File: src/rtl/task_sched_pkg.sv
package task_sched_pkg;

  typedef enum logic [1:0] {
    ST_SUSP  = 2'd0,
    ST_READY = 2'd1,
    ST_RUN   = 2'd2,
    ST_WAIT  = 2'd3
  } task_state_e;

  typedef enum logic [1:0] {
    OP_ACTIVATE  = 2'd0,
    OP_TERMINATE = 2'd1,
    OP_WAIT      = 2'd2,
    OP_RELEASE   = 2'd3
  } cmd_op_e;

endpackage

File: src/rtl/sched_age_order.sv
// Pairwise age relation: older[i][j] = 1 when task i entered ready before task j.
// Two ordered entry sources per cycle: commands first, then preemption,
// so a preempted task is always younger than a task released in the same cycle.
module sched_age_order #(
  parameter int NUM_TASKS = 8
) (
  input  logic                                 clk,
  input  logic                                 rst,
  input  logic [NUM_TASKS-1:0]                 enter_cmd,
  input  logic [NUM_TASKS-1:0]                 enter_pre,
  output logic [NUM_TASKS-1:0][NUM_TASKS-1:0]  order_mid
);

  typedef logic [NUM_TASKS-1:0][NUM_TASKS-1:0] age_mat_t;

  age_mat_t order_q;
  age_mat_t order_nxt;

  function automatic age_mat_t mark_youngest(input age_mat_t m,
                                             input logic [NUM_TASKS-1:0] e);
    age_mat_t r;
    for (int i = 0; i < NUM_TASKS; i++) begin
      for (int j = 0; j < NUM_TASKS; j++) begin
        if (i == j)      r[i][j] = 1'b0;
        else if (e[j])   r[i][j] = 1'b1;
        else if (e[i])   r[i][j] = 1'b0;
        else             r[i][j] = m[i][j];
      end
    end
    return r;
  endfunction

  always_comb begin
    order_mid = mark_youngest(order_q, enter_cmd);
    order_nxt = mark_youngest(order_mid, enter_pre);
  end

  always_ff @(posedge clk) begin
    if (rst) order_q <= '0;
    else     order_q <= order_nxt;
  end

  // a preempted task ends up younger than every other task after the edge
  generate
    for (genvar g = 0; g < NUM_TASKS; g++) begin : g_age_chk
      assert_preempted_youngest_R7: assert property (@(posedge clk) disable iff (rst)
        enter_pre[g] |=> (order_q[g] == '0));
    end
  endgenerate

endmodule

File: src/rtl/sched_pick.sv
// Combinational winner search: highest priority, then oldest among equals.
module sched_pick #(
  parameter int NUM_TASKS = 8,
  parameter int PRIO_W    = 3,
  localparam int ID_W     = (NUM_TASKS > 1) ? $clog2(NUM_TASKS) : 1
) (
  input  logic [NUM_TASKS-1:0]                 ready,
  input  logic [NUM_TASKS-1:0][PRIO_W-1:0]     prio,
  input  logic [NUM_TASKS-1:0][NUM_TASKS-1:0]  older,
  output logic                                 found,
  output logic [ID_W-1:0]                      win_id
);

  logic [NUM_TASKS-1:0] beats_all;

  generate
    for (genvar i = 0; i < NUM_TASKS; i++) begin : g_cand
      always_comb begin
        beats_all[i] = ready[i];
        for (int j = 0; j < NUM_TASKS; j++) begin
          if (j != i && ready[j]) begin
            if (prio[i] < prio[j])
              beats_all[i] = 1'b0;
            else if (prio[i] == prio[j] && !older[i][j])
              beats_all[i] = 1'b0;
          end
        end
      end
    end
  endgenerate

  always_comb begin
    found  = |beats_all;
    win_id = '0;
    for (int i = 0; i < NUM_TASKS; i++) begin
      if (beats_all[i]) win_id = ID_W'(i);
    end
  end

endmodule

File: src/rtl/task_scheduler.sv
module task_scheduler
  import task_sched_pkg::*;
#(
  parameter int NUM_TASKS = 8,
  parameter int PRIO_W    = 3,
  localparam int ID_W     = (NUM_TASKS > 1) ? $clog2(NUM_TASKS) : 1
) (
  input  logic                          clk,
  input  logic                          rst,
  input  logic [NUM_TASKS*PRIO_W-1:0]   prio_init,
  input  logic                          cmd_valid,
  input  logic [1:0]                    cmd_op,
  input  logic [ID_W-1:0]               cmd_task,
  output logic                          run_valid,
  output logic [ID_W-1:0]               run_id,
  output logic                          preempt,
  output logic                          cmd_err
);

  task_state_e st_q [NUM_TASKS];
  task_state_e st_a [NUM_TASKS];
  task_state_e st_n [NUM_TASKS];

  logic [NUM_TASKS-1:0][PRIO_W-1:0]    prio_q;
  logic [NUM_TASKS-1:0][NUM_TASKS-1:0] order_mid;
  logic [NUM_TASKS-1:0]                enter_cmd, enter_pre, ready_a;
  logic                                err_n, has_run, found, start, pre_n;
  logic [ID_W-1:0]                     cur_id, win_id;
  logic                                run_valid_n;
  logic [ID_W-1:0]                     run_id_n;
  logic [NUM_TASKS-1:0]                run_mask_q;
  cmd_op_e                             op;
  logic                                idx_ok;

  assign op     = cmd_op_e'(cmd_op);
  assign idx_ok = int'(cmd_task) < NUM_TASKS;

  // Priorities are latched while reset is held
  always_ff @(posedge clk) begin
    if (rst) prio_q <= prio_init;
  end

  // Stage 1: apply the command to the current state
  always_comb begin
    for (int i = 0; i < NUM_TASKS; i++) st_a[i] = st_q[i];
    enter_cmd = '0;
    err_n     = 1'b0;
    if (cmd_valid) begin
      if (!idx_ok) begin
        err_n = 1'b1;
      end else begin
        unique case (op)
          OP_ACTIVATE: begin
            if (st_q[cmd_task] == ST_SUSP) begin
              st_a[cmd_task]      = ST_READY;
              enter_cmd[cmd_task] = 1'b1;
            end else err_n = 1'b1;
          end
          OP_TERMINATE: begin
            if (st_q[cmd_task] == ST_RUN) st_a[cmd_task] = ST_SUSP;
            else err_n = 1'b1;
          end
          OP_WAIT: begin
            if (st_q[cmd_task] == ST_RUN) st_a[cmd_task] = ST_WAIT;
            else err_n = 1'b1;
          end
          OP_RELEASE: begin
            if (st_q[cmd_task] == ST_WAIT) begin
              st_a[cmd_task]      = ST_READY;
              enter_cmd[cmd_task] = 1'b1;
            end else err_n = 1'b1;
          end
          default: err_n = 1'b1;
        endcase
      end
    end
  end

  always_comb begin
    has_run = 1'b0;
    cur_id  = '0;
    for (int i = 0; i < NUM_TASKS; i++) begin
      ready_a[i] = (st_a[i] == ST_READY);
      if (st_a[i] == ST_RUN) begin
        has_run = 1'b1;
        cur_id  = ID_W'(i);
      end
    end
  end

  sched_age_order #(
    .NUM_TASKS (NUM_TASKS)
  ) i_age (
    .clk       (clk),
    .rst       (rst),
    .enter_cmd (enter_cmd),
    .enter_pre (enter_pre),
    .order_mid (order_mid)
  );

  sched_pick #(
    .NUM_TASKS (NUM_TASKS),
    .PRIO_W    (PRIO_W)
  ) i_pick (
    .ready  (ready_a),
    .prio   (prio_q),
    .older  (order_mid),
    .found  (found),
    .win_id (win_id)
  );

  // Stage 2: dispatch decision
  always_comb begin
    for (int i = 0; i < NUM_TASKS; i++) st_n[i] = st_a[i];
    enter_pre = '0;
    pre_n     = 1'b0;
    start     = 1'b0;
    if (found) begin
      if (!has_run) start = 1'b1;
      else if (prio_q[win_id] > prio_q[cur_id]) begin
        start             = 1'b1;
        pre_n             = 1'b1;
        st_n[cur_id]      = ST_READY;
        enter_pre[cur_id] = 1'b1;
      end
    end
    if (start) st_n[win_id] = ST_RUN;
    run_valid_n = has_run | found;
    run_id_n    = start ? win_id : cur_id;
  end

  always_ff @(posedge clk) begin
    if (rst) begin
      for (int i = 0; i < NUM_TASKS; i++) st_q[i] <= ST_SUSP;
      run_valid <= 1'b0;
      run_id    <= '0;
      preempt   <= 1'b0;
      cmd_err   <= 1'b0;
    end else begin
      for (int i = 0; i < NUM_TASKS; i++) st_q[i] <= st_n[i];
      run_valid <= run_valid_n;
      run_id    <= run_id_n;
      preempt   <= pre_n;
      cmd_err   <= err_n;
    end
  end

  always_comb begin
    for (int i = 0; i < NUM_TASKS; i++) run_mask_q[i] = (st_q[i] == ST_RUN);
  end

  assert_single_runner_R3: assert property (@(posedge clk) disable iff (rst)
    $onehot0(run_mask_q));

  assert_preempt_switches_R6: assert property (@(posedge clk) disable iff (rst)
    preempt |-> (run_valid && run_id != $past(run_id)));

  assert_bad_activate_flag_R11: assert property (@(posedge clk) disable iff (rst)
    (cmd_valid && op == OP_ACTIVATE && idx_ok && st_q[cmd_task] != ST_SUSP)
      |=> (cmd_err && $stable(run_id)));

  generate
    for (genvar g = 0; g < NUM_TASKS; g++) begin : g_task_chk
      assert_no_higher_ready_R4: assert property (@(posedge clk) disable iff (rst)
        (st_q[g] == ST_READY && run_valid) |-> (prio_q[g] <= prio_q[run_id]));

      assert_waiting_held_R9: assert property (@(posedge clk) disable iff (rst)
        (st_q[g] == ST_WAIT &&
         !(cmd_valid && op == OP_RELEASE && int'(cmd_task) == g))
          |=> (st_q[g] == ST_WAIT));
    end
  endgenerate

endmodule

File: config.mk
export PLATFORM = sky130hd
export DESIGN_NAME = task_scheduler
export DESIGN_NICKNAME = d
export VERILOG_FILES = /design/src/rtl/task_sched_pkg.sv /design/src/rtl/sched_age_order.sv /design/src/rtl/sched_pick.sv /design/src/rtl/task_scheduler.sv
export SDC_FILE = /design/constraint.sdc
export NUM_CORES = 1
export LEC_CHECK = 0
export BUFFER_PORTS_ARGS = -buffer_cell sky130_fd_sc_hd__buf_2
export CORE_MARGIN = 2
export CORE_UTILIZATION = 48
export DETAILED_ROUTE_END_ITERATION = 7
export PLACE_DENSITY = 0.71
export SYNTH_ARGS = -nofsm -noshare
export SYNTH_HDL_FRONTEND = slang
export SYNTH_SLANG_ARGS = --single-unit
File: constraint.sdc
create_clock -name clk -period 7.9 [get_ports clk]
set_input_delay 1.185 -clock clk [delete_from_list [all_inputs] [get_ports clk]]
set_output_delay 1.185 -clock clk [all_outputs]
set_load 0.02 [all_outputs]
==> flow_metrics.py <==
metrics = {
    "drt": {
        "viasPerCell": 6.83,
        "via_count": 8910,
        "ant_nets": 0,
        "dr.pass1.iters": 6,
        "wl_mm": 34.7,
        "drt_iter0_markers": 1283,
        "drc": 0,
        "wire_per_inst_microns": 26.6,
    },
    "power": {
        "total_power_mw": 2.61,
        "power_density_mw_per_mm2": 280,
        "leakage_nw": 4.19,
        "vdd_drop_max_v": 0.000152,
    },
    "timing": {
        "rsz0062_at_grt": "no",
        "fmax_ghz": 0.142,
        "whs_ns": 0.524,
        "finalCritPeriodShare_pct": 89.5,
        "fin_ws_ns": 0.833,
        "min_period_ns": 7.07,
        "setup-tns-final_ns": 0,
        "drv_slew": 0,
        "setup_violations": 0,
        "hold_viol": 0,
        "finClkSkew_ns": 0.0147,
        "slew_headroom_pct": 30.9,
        "worst_slew_pin_slew_ns": 1.03,
    },
    "floorplan": {
        "fp.dieW_microns": 137,
        "core_sq_mm": 0.0174,
        "num_rows": 48,
        "io_pins": 38,
        "die-area_sq_mm": 0.0189,
        "initial_utilization_pct": 49.1,
        "die_h_microns": 137,
    },
    "hold_path": {
        "hold_path.class": "reg2reg",
        "worstHoldEndpoint": "i_age.order_q[56]",
        "worstHoldStart": "i_age.order_q[56]",
        "holdPathStages": 2,
    },
    "yosys": {
        "avgSynthCellArea_sq_um": 8.16,
        "synth.distinct_cells": 92,
        "synth_edf_count": 24,
        "synth_fp_nets": 1168,
        "async_flop_share_pct": 0,
        "ys_seq_area_share_pct": 26.8,
        "synth_seq_cells": 102,
        "synth_ff_type": "dfxtp_1",
        "synthCells": 1045,
        "netlist_area_sq_mm": 0.00853,
        "yosys_warnings": 0,
    },
    "global_route": {
        "grt_pass1_wl_mm": 51.5,
        "grt_antenna_before_repair": 2,
        "grt_pass1_vias": 8234,
        "grt_max_degree": 48,
        "track_usage_pct": 37.7,
        "overflow": 0,
    },
    "clock_tree": {
        "post_cts_buffers": 0,
        "worst_skew_pair.late_latency_ns": 0.37,
        "cts_sinks": 102,
        "cts_root_buffer": "clkbuf_16",
        "cts_tree": "done",
        "path_clk_slew_ns": 0.08,
        "h-tree-depth": 3,
        "clockBufferDepth": 2,
        "hold_buffers": 0,
        "cts_resized": 0,
        "numCtsBuffers": 9,
    },
    "finish": {
        "final_layout_size_suffix_gt1_share_pct": 12.8,
        "nNetsFinal": 1197,
        "layout_commonest_cell": "nand2_1",
        "diodes": 0,
        "synthToLayoutAreaGrowth_pct": 9.06,
        "final_cell_mix": "nand2_1 (96), ha_1 (91), a21oi_1 (89)",
        "finalInstanceArea_sq_mm": 0.00930,
    },
    "setup_path": {
        "cp-end-kind": "register",
        "worstPathArrival_ns": 7.34,
        "startpoint_type": "primary input",
        "timing.rr.end": "i_age.order_q[41]",
        "path_max_fanout": 16,
        "crit_buf_inv": 5,
        "cp-startpoint": "cmd_task[0]",
        "reg2reg_setup_slack_ns": 1.59,
        "r2r_start": "st_q[0][0]",
        "slowest_delay_ns": 0.53,
        "worstSetupPathType": "in2reg",
        "crit_slowest_cell": "nor4_1",
        "critPathRequiredTime_ns": 8.17,
        "ff2ff_path_depth": 24,
        "path_delay_family": "compound AO/OA/AOI/OAI gates",
    },
    "placement": {
        "preCtsSetupSlack_ns": 0.593,
        "port_buffers": 37,
        "postPlaceCellArea_sq_mm": 0.00899,
        "routabilityCongestion": 1.07,
        "dpl.hpwl_mm": 26.8,
    },
    "run": {
        "max_cap_violations": 0,
    },
    "status": {
        "status": "completed",
    },
}
[stage by stage]
stage                     instances  utilization [%]
after floorplan                1045                -
after global placement         1288             51.8
after detailed placement       1288             51.8
after CTS                      1304             53.6
after global routing           1304             53.6
final                          1304             53.6
[worst register-to-register path: cells and delay by family (launching register included)]
kind,cells,cell delay [ns]
buffers and inverters,4,0.69
DFF,1,0.47
adders and majority gates,1,0.19
and+or+nand+nor,5,1.13
AOI/OAI and AO/OA,10,2.54
muxes,4,1.21
[synthesized netlist by cell type, drive strengths merged (3+ instances only)]
cell / instances / share of area [%]
a211o: 9 / 0.92
a211oi: 9 / 0.79
a21boi: 3 / 0.31
a21o: 33 / 2.9
a21oi: 89 / 5.2
a221o: 4 / 0.47
a221oi: 8 / 1.2
a22oi: 5 / 0.44
a2bb2oi: 3 / 0.38
a311oi: 9 / 0.92
a31oi: 34 / 2.5
a32o: 5 / 0.59
a32oi: 3 / 0.40
and2: 10 / 0.76
and3: 28 / 2.1
buf: 25 / 2.1
clkbuf: 31 / 1.4
dfxtp: 78 / 18
edfxtp: 24 / 8.4
ha: 91 / 13
inv: 62 / 2.7
mux2: 5 / 0.75
mux2i: 11 / 1.3
nand2: 98 / 4.4
nand2b: 15 / 1.1
nand3: 22 / 1.3
nand4: 8 / 0.73
nor2: 76 / 3.7
nor2b: 17 / 1.2
nor3: 14 / 0.94
nor4: 9 / 0.73
o2111ai: 5 / 0.72
o211a: 4 / 0.47
o211ai: 17 / 2.1
o21a: 4 / 0.35
o21ai: 77 / 4.6
o21bai: 5 / 0.44
o221ai: 6 / 0.62
o22a: 3 / 0.31
o22ai: 25 / 1.9
o2bb2ai: 6 / 0.69
o31ai: 8 / 0.70
or2: 9 / 0.66
or3: 8 / 0.59
or4: 6 / 0.62
[sequential cells by signal, indices dropped and copies added, names as in the netlist]
register / cells
st_q: 16
preempt: 1
run_id: 3
run_valid: 1
cmd_err: 1
prio_q: 24
i_age.order_q: 56
[cell families after synthesis]
kind of cell / synth area share [%]
multiplexers: 2.57
buffers and inverters: 6.17
AND/OR/NAND/NOR: 19.9
adder cells (fa/ha/maj): 13.3
AO/OA/AOI/OAI: 31.3
flip-flops: 26.8
[routing by layer]
layer | track usage [%] | vias to the layer above | part of all wire [%] | wire, microns
met4 | 16.6 | 0 | 4.9 | 1690
li1 | - | 3994 | - | -
met5 | 0 | - | 0 | 0
met2 | 55.8 | 600 | 42 | 14800
met3 | 9.79 | 107 | 12 | 4110
met1 | 51.4 | 4209 | 41 | 14200
[report_power, final]
part / switching (mW) / internal, mW / leakage [nW]
clock network: 0.243 / 0.228 / 0.152
logic: 0.942 / 0.502 / 3.17
registers: 0.0723 / 0.618 / 0.867
total: 1.26 / 1.35 / 4.19
[final cells by class]
class / count / area (sq um)
clock buffer: 9 / 225
clock inverter: 7 / 86.3
fill: 1652 / 8050
inverter: 62 / 233
multi-input combinational: 825 / 5730
sequential: 102 / 2280
tap: 225 / 282
timing repair buffer: 74 / 463
[how the worst max path moves through the flow]
| stage | endpoint | slack [ns] | cells past startpoint |
|---|---|---|---|
| 5_1_grt | st_q[3][0] | 0.36 | 23 |
| 6_report | i_age.order_q[41] | 0.83 | 25 |
| 4_1_cts | st_q[3][0] | 0.96 | 22 |
| 3_5_place_dp | st_q[3][0] | 0.59 | 23 |
| 2_1_floorplan | i_age.order_q[31] | 1.55 | 28 |
| 3_3_place_gp | i_age.order_q[24] | 0.61 | 23 |
Power figures use the tool's default switching activity.
